File: src/rtl/tbd_pkg.sv
package tbd_pkg;
  localparam int WORD_W     = 32;
  localparam int FLAG_W     = 16;
  localparam int LEN_W      = 16;
  localparam int DESC_BYTES = 8;
  localparam int FLAG_READY = 15;
  localparam int FLAG_WRAP  = 13;
  localparam int FLAG_LAST  = 11;

  typedef enum logic [1:0] {
    ST_IDLE = 2'd0,
    ST_RD0  = 2'd1,
    ST_RD1  = 2'd2,
    ST_EVAL = 2'd3
  } walk_st_e;
endpackage

File: src/rtl/tbd_len_clamp.sv
// Caps a buffer so the running frame length never exceeds MAX_FRAME.
module tbd_len_clamp #(
  parameter int MAX_FRAME = 2032,
  parameter int LEN_W     = 16,
  parameter int ACC_W     = 11
) (
  input  logic [ACC_W-1:0] acc,
  input  logic [LEN_W-1:0] len,
  output logic [LEN_W-1:0] eff_len,
  output logic [ACC_W-1:0] acc_sum,
  output logic             over
);
  localparam int SUM_W = ((LEN_W > ACC_W) ? LEN_W : ACC_W) + 1;

  logic [SUM_W-1:0] sum;
  logic [ACC_W-1:0] room;

  always_comb begin
    sum     = SUM_W'(acc) + SUM_W'(len);
    room    = ACC_W'(MAX_FRAME) - acc;
    over    = (sum > SUM_W'(MAX_FRAME));
    eff_len = over ? LEN_W'(room) : len;
    acc_sum = over ? ACC_W'(MAX_FRAME) : ACC_W'(sum);
  end
endmodule

File: src/rtl/tbd_next_addr.sv
// Chooses the following descriptor address: ring start on wrap, else a fixed step.
module tbd_next_addr #(
  parameter int ADDR_W = 32,
  parameter int STEP   = 8
) (
  input  logic [ADDR_W-1:0] cur,
  input  logic [ADDR_W-1:0] ring_base,
  input  logic              wrap,
  output logic [ADDR_W-1:0] nxt
);
  assign nxt = wrap ? ring_base : (cur + ADDR_W'(STEP));
endmodule

File: src/rtl/tbd_ring_walker.sv
module tbd_ring_walker
  import tbd_pkg::*;
#(
  parameter int DESC_AW   = 8,
  parameter int MAX_FRAME = 2032
) (
  input  logic               clk,
  input  logic               rst,
  input  logic               enable,
  input  logic               kick,
  input  logic               ring_we,
  input  logic [WORD_W-1:0]  ring_wdata,
  output logic               busy,
  output logic [WORD_W-1:0]  cur_ptr,
  output logic               desc_re,
  output logic               desc_we,
  output logic [DESC_AW-1:0] desc_addr,
  output logic [WORD_W-1:0]  desc_wdata,
  input  logic [WORD_W-1:0]  desc_rdata,
  output logic               fetch_valid,
  output logic [WORD_W-1:0]  fetch_ptr,
  output logic [LEN_W-1:0]   fetch_len,
  output logic               buf_done,
  output logic               frame_done,
  output logic               oversize,
  output logic [LEN_W-1:0]   frame_bytes
);
  localparam int ACC_W = $clog2(MAX_FRAME + 1);
  localparam logic [WORD_W-1:0] ALIGN_MASK = ~WORD_W'(3);

  walk_st_e          st_q;
  logic [WORD_W-1:0] cur_q, base_q, nxt_ptr;
  logic [ACC_W-1:0]  acc_q, acc_sum;
  logic [FLAG_W-1:0] flags_q;
  logic [LEN_W-1:0]  len_q, eff_len;
  logic              over, pend_q;
  logic              is_ready, is_wrap, is_last, go_kick;
  logic [DESC_AW-1:0] w0_idx;

  assign is_ready = flags_q[FLAG_READY];
  assign is_wrap  = flags_q[FLAG_WRAP];
  assign is_last  = flags_q[FLAG_LAST];
  assign go_kick  = kick & enable;

  tbd_len_clamp #(.MAX_FRAME(MAX_FRAME), .LEN_W(LEN_W), .ACC_W(ACC_W)) u_clamp (
    .acc     (acc_q),
    .len     (len_q),
    .eff_len (eff_len),
    .acc_sum (acc_sum),
    .over    (over)
  );

  tbd_next_addr #(.ADDR_W(WORD_W), .STEP(DESC_BYTES)) u_next (
    .cur       (cur_q),
    .ring_base (base_q),
    .wrap      (is_wrap),
    .nxt       (nxt_ptr)
  );

  // Memory port decoded from registered state only.
  assign w0_idx     = cur_q[DESC_AW+1:2];
  assign desc_re    = (st_q == ST_RD0) || (st_q == ST_RD1);
  assign desc_addr  = w0_idx + DESC_AW'(st_q == ST_RD1);
  assign desc_we    = (st_q == ST_EVAL) && is_ready;
  assign desc_wdata = {flags_q & ~(FLAG_W'(1) << FLAG_READY), len_q};
  assign busy       = (st_q != ST_IDLE);
  assign cur_ptr    = cur_q;

  always_ff @(posedge clk) begin
    if (rst) begin
      st_q        <= ST_IDLE;
      cur_q       <= '0;
      base_q      <= '0;
      acc_q       <= '0;
      flags_q     <= '0;
      len_q       <= '0;
      pend_q      <= 1'b0;
      fetch_valid <= 1'b0;
      fetch_ptr   <= '0;
      fetch_len   <= '0;
      buf_done    <= 1'b0;
      frame_done  <= 1'b0;
      oversize    <= 1'b0;
      frame_bytes <= '0;
    end else begin
      fetch_valid <= 1'b0;
      buf_done    <= 1'b0;
      frame_done  <= 1'b0;
      oversize    <= 1'b0;
      unique case (st_q)
        ST_IDLE: begin
          if (go_kick) st_q <= ST_RD0;
        end
        ST_RD0: begin
          if (!enable) begin
            st_q   <= ST_IDLE;
            pend_q <= 1'b0;
          end else begin
            st_q <= ST_RD1;
            if (kick) pend_q <= 1'b1;
          end
        end
        ST_RD1: begin
          flags_q <= desc_rdata[WORD_W-1:LEN_W];
          len_q   <= desc_rdata[LEN_W-1:0];
          st_q    <= ST_EVAL;
          if (go_kick) pend_q <= 1'b1;
        end
        ST_EVAL: begin
          if (is_ready) begin
            fetch_valid <= 1'b1;
            fetch_ptr   <= desc_rdata;
            fetch_len   <= eff_len;
            buf_done    <= 1'b1;
            oversize    <= over;
            frame_done  <= is_last;
            frame_bytes <= is_last ? LEN_W'(acc_sum) : '0;
            acc_q       <= is_last ? '0 : acc_sum;
            cur_q       <= nxt_ptr;
            st_q        <= ST_RD0;
            if (go_kick) pend_q <= 1'b1;
          end else if (pend_q || go_kick) begin
            pend_q <= 1'b0;
            st_q   <= ST_RD0;
          end else begin
            st_q <= ST_IDLE;
          end
        end
        default: st_q <= ST_IDLE;
      endcase
      if (ring_we) begin
        base_q <= ring_wdata & ALIGN_MASK;
        cur_q  <= ring_wdata & ALIGN_MASK;
      end
    end
  end
endmodule

File: config.mk
export PLATFORM = sky130hd
export DESIGN_NAME = tbd_ring_walker
export DESIGN_NICKNAME = d
export VERILOG_FILES = /design/src/rtl/tbd_pkg.sv /design/src/rtl/tbd_len_clamp.sv /design/src/rtl/tbd_next_addr.sv /design/src/rtl/tbd_ring_walker.sv
export SDC_FILE = /design/constraint.sdc
export NUM_CORES = 1
export LEC_CHECK = 0
export BUFFER_PORTS_ARGS = -buffer_cell sky130_fd_sc_hd__buf_2
export CORE_UTILIZATION = 48
export DETAILED_ROUTE_END_ITERATION = 7
export GPL_TIMING_DRIVEN = 0
export PLACE_DENSITY = 0.81
export SETUP_SLACK_MARGIN = 0.4
export SYNTH_ARGS = -nofsm -noshare
export SYNTH_HDL_FRONTEND = slang
export SYNTH_SLANG_ARGS = --single-unit
File: constraint.sdc
create_clock -name clk -period 2.98 [get_ports clk]
set_input_delay 0.149 -clock clk [delete_from_list [all_inputs] [get_ports clk]]
set_output_delay 0.149 -clock clk [all_outputs]
set_load 0.05 [all_outputs]
Yosys cells after proc, flatten, opt, wreduce, memory -nomap -nowiden. Cells that the tools add are included. Widths: inputs -> output; s select.

Add/sub/neg operators: 4. $lt $le $gt $ge: 1. Equal/unequal tests: 6. Multiplexer cells: 20. Bitwise gates (word level): 3. Reduce and logical (&&, ||, !) cells: 14.

Operators by type and width (number): $mux 32 (4); $mux 11 (3); $add 32x4->32 const B (1); $add 11x16->17 (1); $gt 17x11->1 const B (1); $mux 16 (1); $sub 11x11->11 const A (1); $add 8x1->8 (1); $mux 1 (8); $pmux 2 s4 (1); $reduce_bool 2->1 (3); $eq 2x2->1 const B (2); $mux 2 (2); $reduce_and 2->1 (2); $reduce_or 2->1 (2); $ne 3x2->1 const B (1); $ne 3x3->1 const B (1); $pmux 1 s3 (1); $reduce_and 3->1 (1); $reduce_bool 3->1 (1); $reduce_or 3->1 (1); $eq 2x1->1 const B (1); $logic_not 2->1 (1); $logic_or 1x1->1 (2); other kinds (4) (5).

Bits in registers: 175. Input port bits: 69. Output and inout port bits: 143.

Depth between registers and ports, before layout.
Depth in word-level cells: 5. Depth in mapped cells: 12. Gate-level depth less buffers: 11.

Hierarchy. A second synthesis with hierarchy kept.

Cells, all modules: 1098. Area total of the unflattened synthesis: 8639.5 sq um.

Modules (own cells, without submodules): tbd_ring_walker (instances 1, cells each 783, area an instance 6622.6 sq um, sequential area each 3403.3 sq um); tbd_len_clamp (instances 1, cells each 147, area an instance 1041.0 sq um, sequential area each 0.0 sq um); tbd_next_addr (instances 1, cells each 168, area an instance 975.9 sq um, sequential area each 0.0 sq um).

Least setup slack after synthesis. No wires, ideal clock.

Kind: register to register. Start: reg len_q[0]. End: reg fetch_len[1]. Library setup time: 0.164 ns. Arrival time: 3.104 ns. Path slack: -0.288 ns. Stages on the path, launching flop included: 12. Path buffers: 1. Cells stage by stage: dfxtp_1 > ha_1 > inv_1 > fa_1 > and2b_4 > o211ai_2 > o311a_1 > or4_4 > o31a_4 > buf_6 > nand3_1 > a31oi_1.

Longest elaborated chain between the ends: 3.

Ends and longest elaborated chain: from (decl) (RTL line tbd_ring_walker.sv:35) `logic [LEN_W-1:0] len_q, eff_len;`; from (signal assigned) (RTL line tbd_ring_walker.sv:105) `len_q <= desc_rdata[LEN_W-1:0];`; $add 11x16->17 (RTL line tbd_len_clamp.sv:19) `sum = SUM_W'(acc) + SUM_W'(len);`; $gt 17x11->1 (RTL line tbd_len_clamp.sv:21) `over = (sum > SUM_W'(MAX_FRAME));`; $mux 16 (RTL line tbd_len_clamp.sv:22) `eff_len = over ? LEN_W'(room) : len;`; to (signal assigned) (RTL line tbd_ring_walker.sv:113) `fetch_len <= eff_len;`; to (decl) (RTL line tbd_ring_walker.sv:22) `output logic [LEN_W-1:0] fetch_len,`.

No other way between the ends. A chain may end at the register's enable or synchronous reset.

Worst setup path after layout.
Start: reg len_q[0]. End: reg fetch_len[6].

The elaborated chain is that of the path after synthesis.

==> results.md <==
* Register bit count reported by yosys at 170
* Max-slew violation total from the final report at 0
* Final cycle utilization of the critical path at 1.07
* Max-Cap Viols at 0
* IR Drop Worst-Case VDD at 0.379 mV
* Static leakage at 4.88 nW
* Wire length of the first global-routing pass at 45100 um
* Post-detail-place hpwl at 19500 um
* Maximum number of pins on one net before global-route repair at 17
* Worst min-delay path class: in2reg
* Avg Synthesized Cell Area at 8.21 um^2
* Total vias in the final route at 9052
* Multiplexer area fraction after synthesis at 0.0612
* Number of buffers created by CTS at 17
* Adder-Cell Fraction of Synth Area at 0.0330
* Number of violations reported at the end of detailed-routing iteration 0 at 926
* Die height at 133 um
* First-pass iteration count of the detailed router at 5
* Clock sinks at 170
* WL final at 29500 um
* Power density relative to cell area at 466 nW/um^2
* Last weighted congestion value of the routability-driven placer at 0.971
* Setup repair after global routing missed its margin: yes
* Least setup slack across all paths after layout at -0.195 ns
* DR vias/cell at 5.88
* Crit path required time at 3.28 ns
* Unique masters post-synth at 81
* Layout cells sized above 1 at 0.282
* Count of placed standard cells in the final layout, fillers left out at 1539
* Crit end category: flop
* Violations in the final reports: negative setup slack
* Post-place instance area at 9630 um^2
* Wire length per cell at 19.1 um
* Proportion of power drawn by flip-flops and latches at 0.453
* Initial core utilization at 0.493
* Complex-gate fraction of the synthesized area at 0.205
* Worst setup skew after layout at 0.00922 ns
* Depth of the CTS H-tree at 4
* CTS root buf: sky130_fd_sc_hd__clkbuf_16
* Hold Violations, Final at 0
* Result of the run: complete, but fails checks
* Count of buffers from port buffering at 202
* Highest fanout seen on the critical path at 8
* Worst slew margin relative to its limit at 0.419
* Synth Cell Area at 8200 um^2
* Crit Path Category: reg2reg
* Clock tree from TritonCTS: built
* Standard-cell rows at 47
* Most used flip-flop cell after synthesis: sky130_fd_sc_hd__dfxtp_1
* Post-Synth XOR/XNOR Area at 0.0256
* Switching power summed over all nets at 1.38 mW
* Transition time of the tightest slew-check pin at 0.872 ns
* Clock Tree Buf Depth at 2
* Via count of the first global-routing pass at 8693
* Final-stage net count at 1395
* Final setup fails at 33
* Placed Cells incl. Taps at 1425
* Core area at 16600 um^2
* Overall die area at 17600 um^2
* Mapped Cells at 998
* Number of flops mapped to enable cells by yosys at 0
* Die width at 133 um
* Register clock-pin slew on the reported worst setup and hold paths at 0.06 ns
* Main combinational cell family by area after synthesis: compound AO/OA/AOI/OAI gates
* ANT nets after route at 0
* Combinational cell fraction of total power at 0.115
* Fmax at 315 MHz
* Number of warning messages in the yosys log at 0
* Kind of start point of the critical path: flop
* Arrival time reported for the critical path endpoint at 3.47 ns
* Residual DRC count at 0
* Insertion delay to the later sink of the worst-skew pair at 0.44 ns
* Post-Route Setup TNS at -3.40 ns
* Total global routing overflow at 0
* Cell internal power dissipation at 3.87 mW
* Layout area overhead at 37.5%
* Ports placed on the boundary at 212
* Seq/Total Area, Yosys at 0.415
* Number of antenna violations at the first check in global routing at 1
* Clock Power Share at 0.432
* Switch share at 0.263
* Fraction of the mapped netlist area in simple logic gates at 0.192
* Total global-route track usage at 0.326
* Final Cell Area at 11300 um^2
* Final worst path period need at 3.17 ns
* Share of synthesized flip-flops with an asynchronous set or reset at 0
==> worst paths after layout <==
kind | startpoint | to | slack (ns) | cells after the start
worst min-delay path | desc_rdata[27] | fetch_ptr[27]$_SDFFE_PP0P_ | 0.007 | 3
worst max register to register | len_q[0]$_SDFFE_PP0P_ | fetch_len[6]$_SDFFE_PP0P_ | -0.19 | 12
worst min register to register | fetch_ptr[8]$_SDFFE_PP0P_ | fetch_ptr[8]$_SDFFE_PP0P_ | 0.45 | 2
worst max-delay path | len_q[0]$_SDFFE_PP0P_ | fetch_len[6]$_SDFFE_PP0P_ | -0.19 | 12
==> critical path, stage by stage (launching register included) <==
cell and delay (ns):
sky130_fd_sc_hd__dfxtp_4 0.36, sky130_fd_sc_hd__ha_4 0.16, sky130_fd_sc_hd__inv_2 0.04, sky130_fd_sc_hd__fa_2 0.20, sky130_fd_sc_hd__and2b_4 0.20, sky130_fd_sc_hd__o211ai_4 0.16
sky130_fd_sc_hd__or4b_1 0.45, sky130_fd_sc_hd__o311a_1 0.17, sky130_fd_sc_hd__or4_4 0.52, sky130_fd_sc_hd__o31a_4 0.38, sky130_fd_sc_hd__clkbuf_16 0.20, sky130_fd_sc_hd__nand3_2 0.07
sky130_fd_sc_hd__a31oi_1 0.11
==> routing by layer <==
layer / up-vias / wire length, um / GRT usage
li1: 4127 / - / -
met1: 4227 / 11800 / 0.412
met2: 577 / 13500 / 0.518
met3: 121 / 2810 / 0.0705
met4: 0 / 1310 / 0.178
met5: - / 0 / 0
==> synthesized netlist by cell type, drive strengths merged, types with 6 or more instances <==
cell    number  area [um^2]
nand2      143          537
xor2        11         96.3
nand3       40          200
nor2       104          390
a31oi       16          100
and3        16          100
a21oi      130          651
clkbuf      52          216
o22ai        6         37.5
a22o         8         70.1
o21ai       49          245
nand4       11         68.8
xnor2       13          114
dfxtp      170         3400
a32o         7         70.1
inv         16         60.1
buf         39          268
mux2i       49          490
a21o         6         48.8
a211oi       9         67.6
ha          20          250
==> flip-flops by register name, indices dropped and copies added (netlist names), named ones only <==
register,cells
buf_done,1
flags_q,16
oversize,1
frame_done,1
len_q,16
fetch_ptr,32
frame_bytes,11
base_q,30
st_q,1
acc_q,11
fetch_len,16
cur_ptr,32
pend_q,1
==> power groups by stage <==
stage / Combinational, mW / Clock (mW) / Sequential, mW
floorplan: 0.273 / 0 / 2.50
global placement: 0.508 / 0 / 2.43
detailed placement: 0.518 / 0 / 2.43
CTS: 0.589 / 2.27 / 2.38
global route: 0.642 / 2.36 / 2.38
finish: 0.605 / 2.27 / 2.38
==> kinds of logic after synthesis <==
kind of cell	Yosys count
adders and majority gates	21
buffers and inverters	108
xor gates and xnor gates	24
and+or+nand+nor	352
AOI/OAI and AO/OA	272
other	1
DFF	170
muxes	50
==> layout make-up <==
class	count	area (um^2)
Multi-Input combinational cell	725	4580
Buffer	92	509
Clock buffer	20	447
Antenna cell	1	2.50
Inverter	16	60.1
Clock inverter	12	148
Timing Repair Buffer	283	1810
Tap cell	220	275
Sequential cell	170	3440
Fill cell	1275	5370
==> through the flow <==
stage | hold slack (ns) | power, mW | utilization | setup WS, ns
final | 0.00683 | 5.25 | 0.677 | -0.195
after global routing | 0.00597 | 5.39 | 0.677 | -0.251
after CTS | 0.000391 | 5.24 | 0.668 | -0.125
after detailed placement | 0.405 | 2.95 | 0.579 | -0.210
after global placement | 0.398 | 2.94 | 0.579 | -0.162
after floorplan | 0.285 | 2.77 | - | -0.0583
==> layout by cell type (no fill, tap or decap), types with 16 or more instances in the layout <==
master                          netlist  final
sky130_fd_sc_hd__buf_4               23     47
sky130_fd_sc_hd__clkbuf_16            0     18
sky130_fd_sc_hd__nor2_1             104    104
sky130_fd_sc_hd__o21ai_0             40     39
sky130_fd_sc_hd__a31oi_1             16     16
sky130_fd_sc_hd__nand3_1             40     20
sky130_fd_sc_hd__mux2i_1             49     49
sky130_fd_sc_hd__a21oi_1            130    129
sky130_fd_sc_hd__ha_1                20     16
sky130_fd_sc_hd__buf_2                4    204
sky130_fd_sc_hd__dfxtp_1            170    154
sky130_fd_sc_hd__nand2_1            143    142
sky130_fd_sc_hd__clkbuf_1            49     49
sky130_fd_sc_hd__dlygate4sd3_1        0     56
==> repair_timing <==
action | 4_1_cts | 5_1_grt
hold buffers | 56 | 0
resized for setup | 42 | 21
pin swaps | 10 | 13
setup buffers | 17 | 5
hold endpoints to repair | 105 | 0
gates cloned | 2 | 1
setup endpoints to repair | 51 | 46
Power figures use the tool's default switching activity.
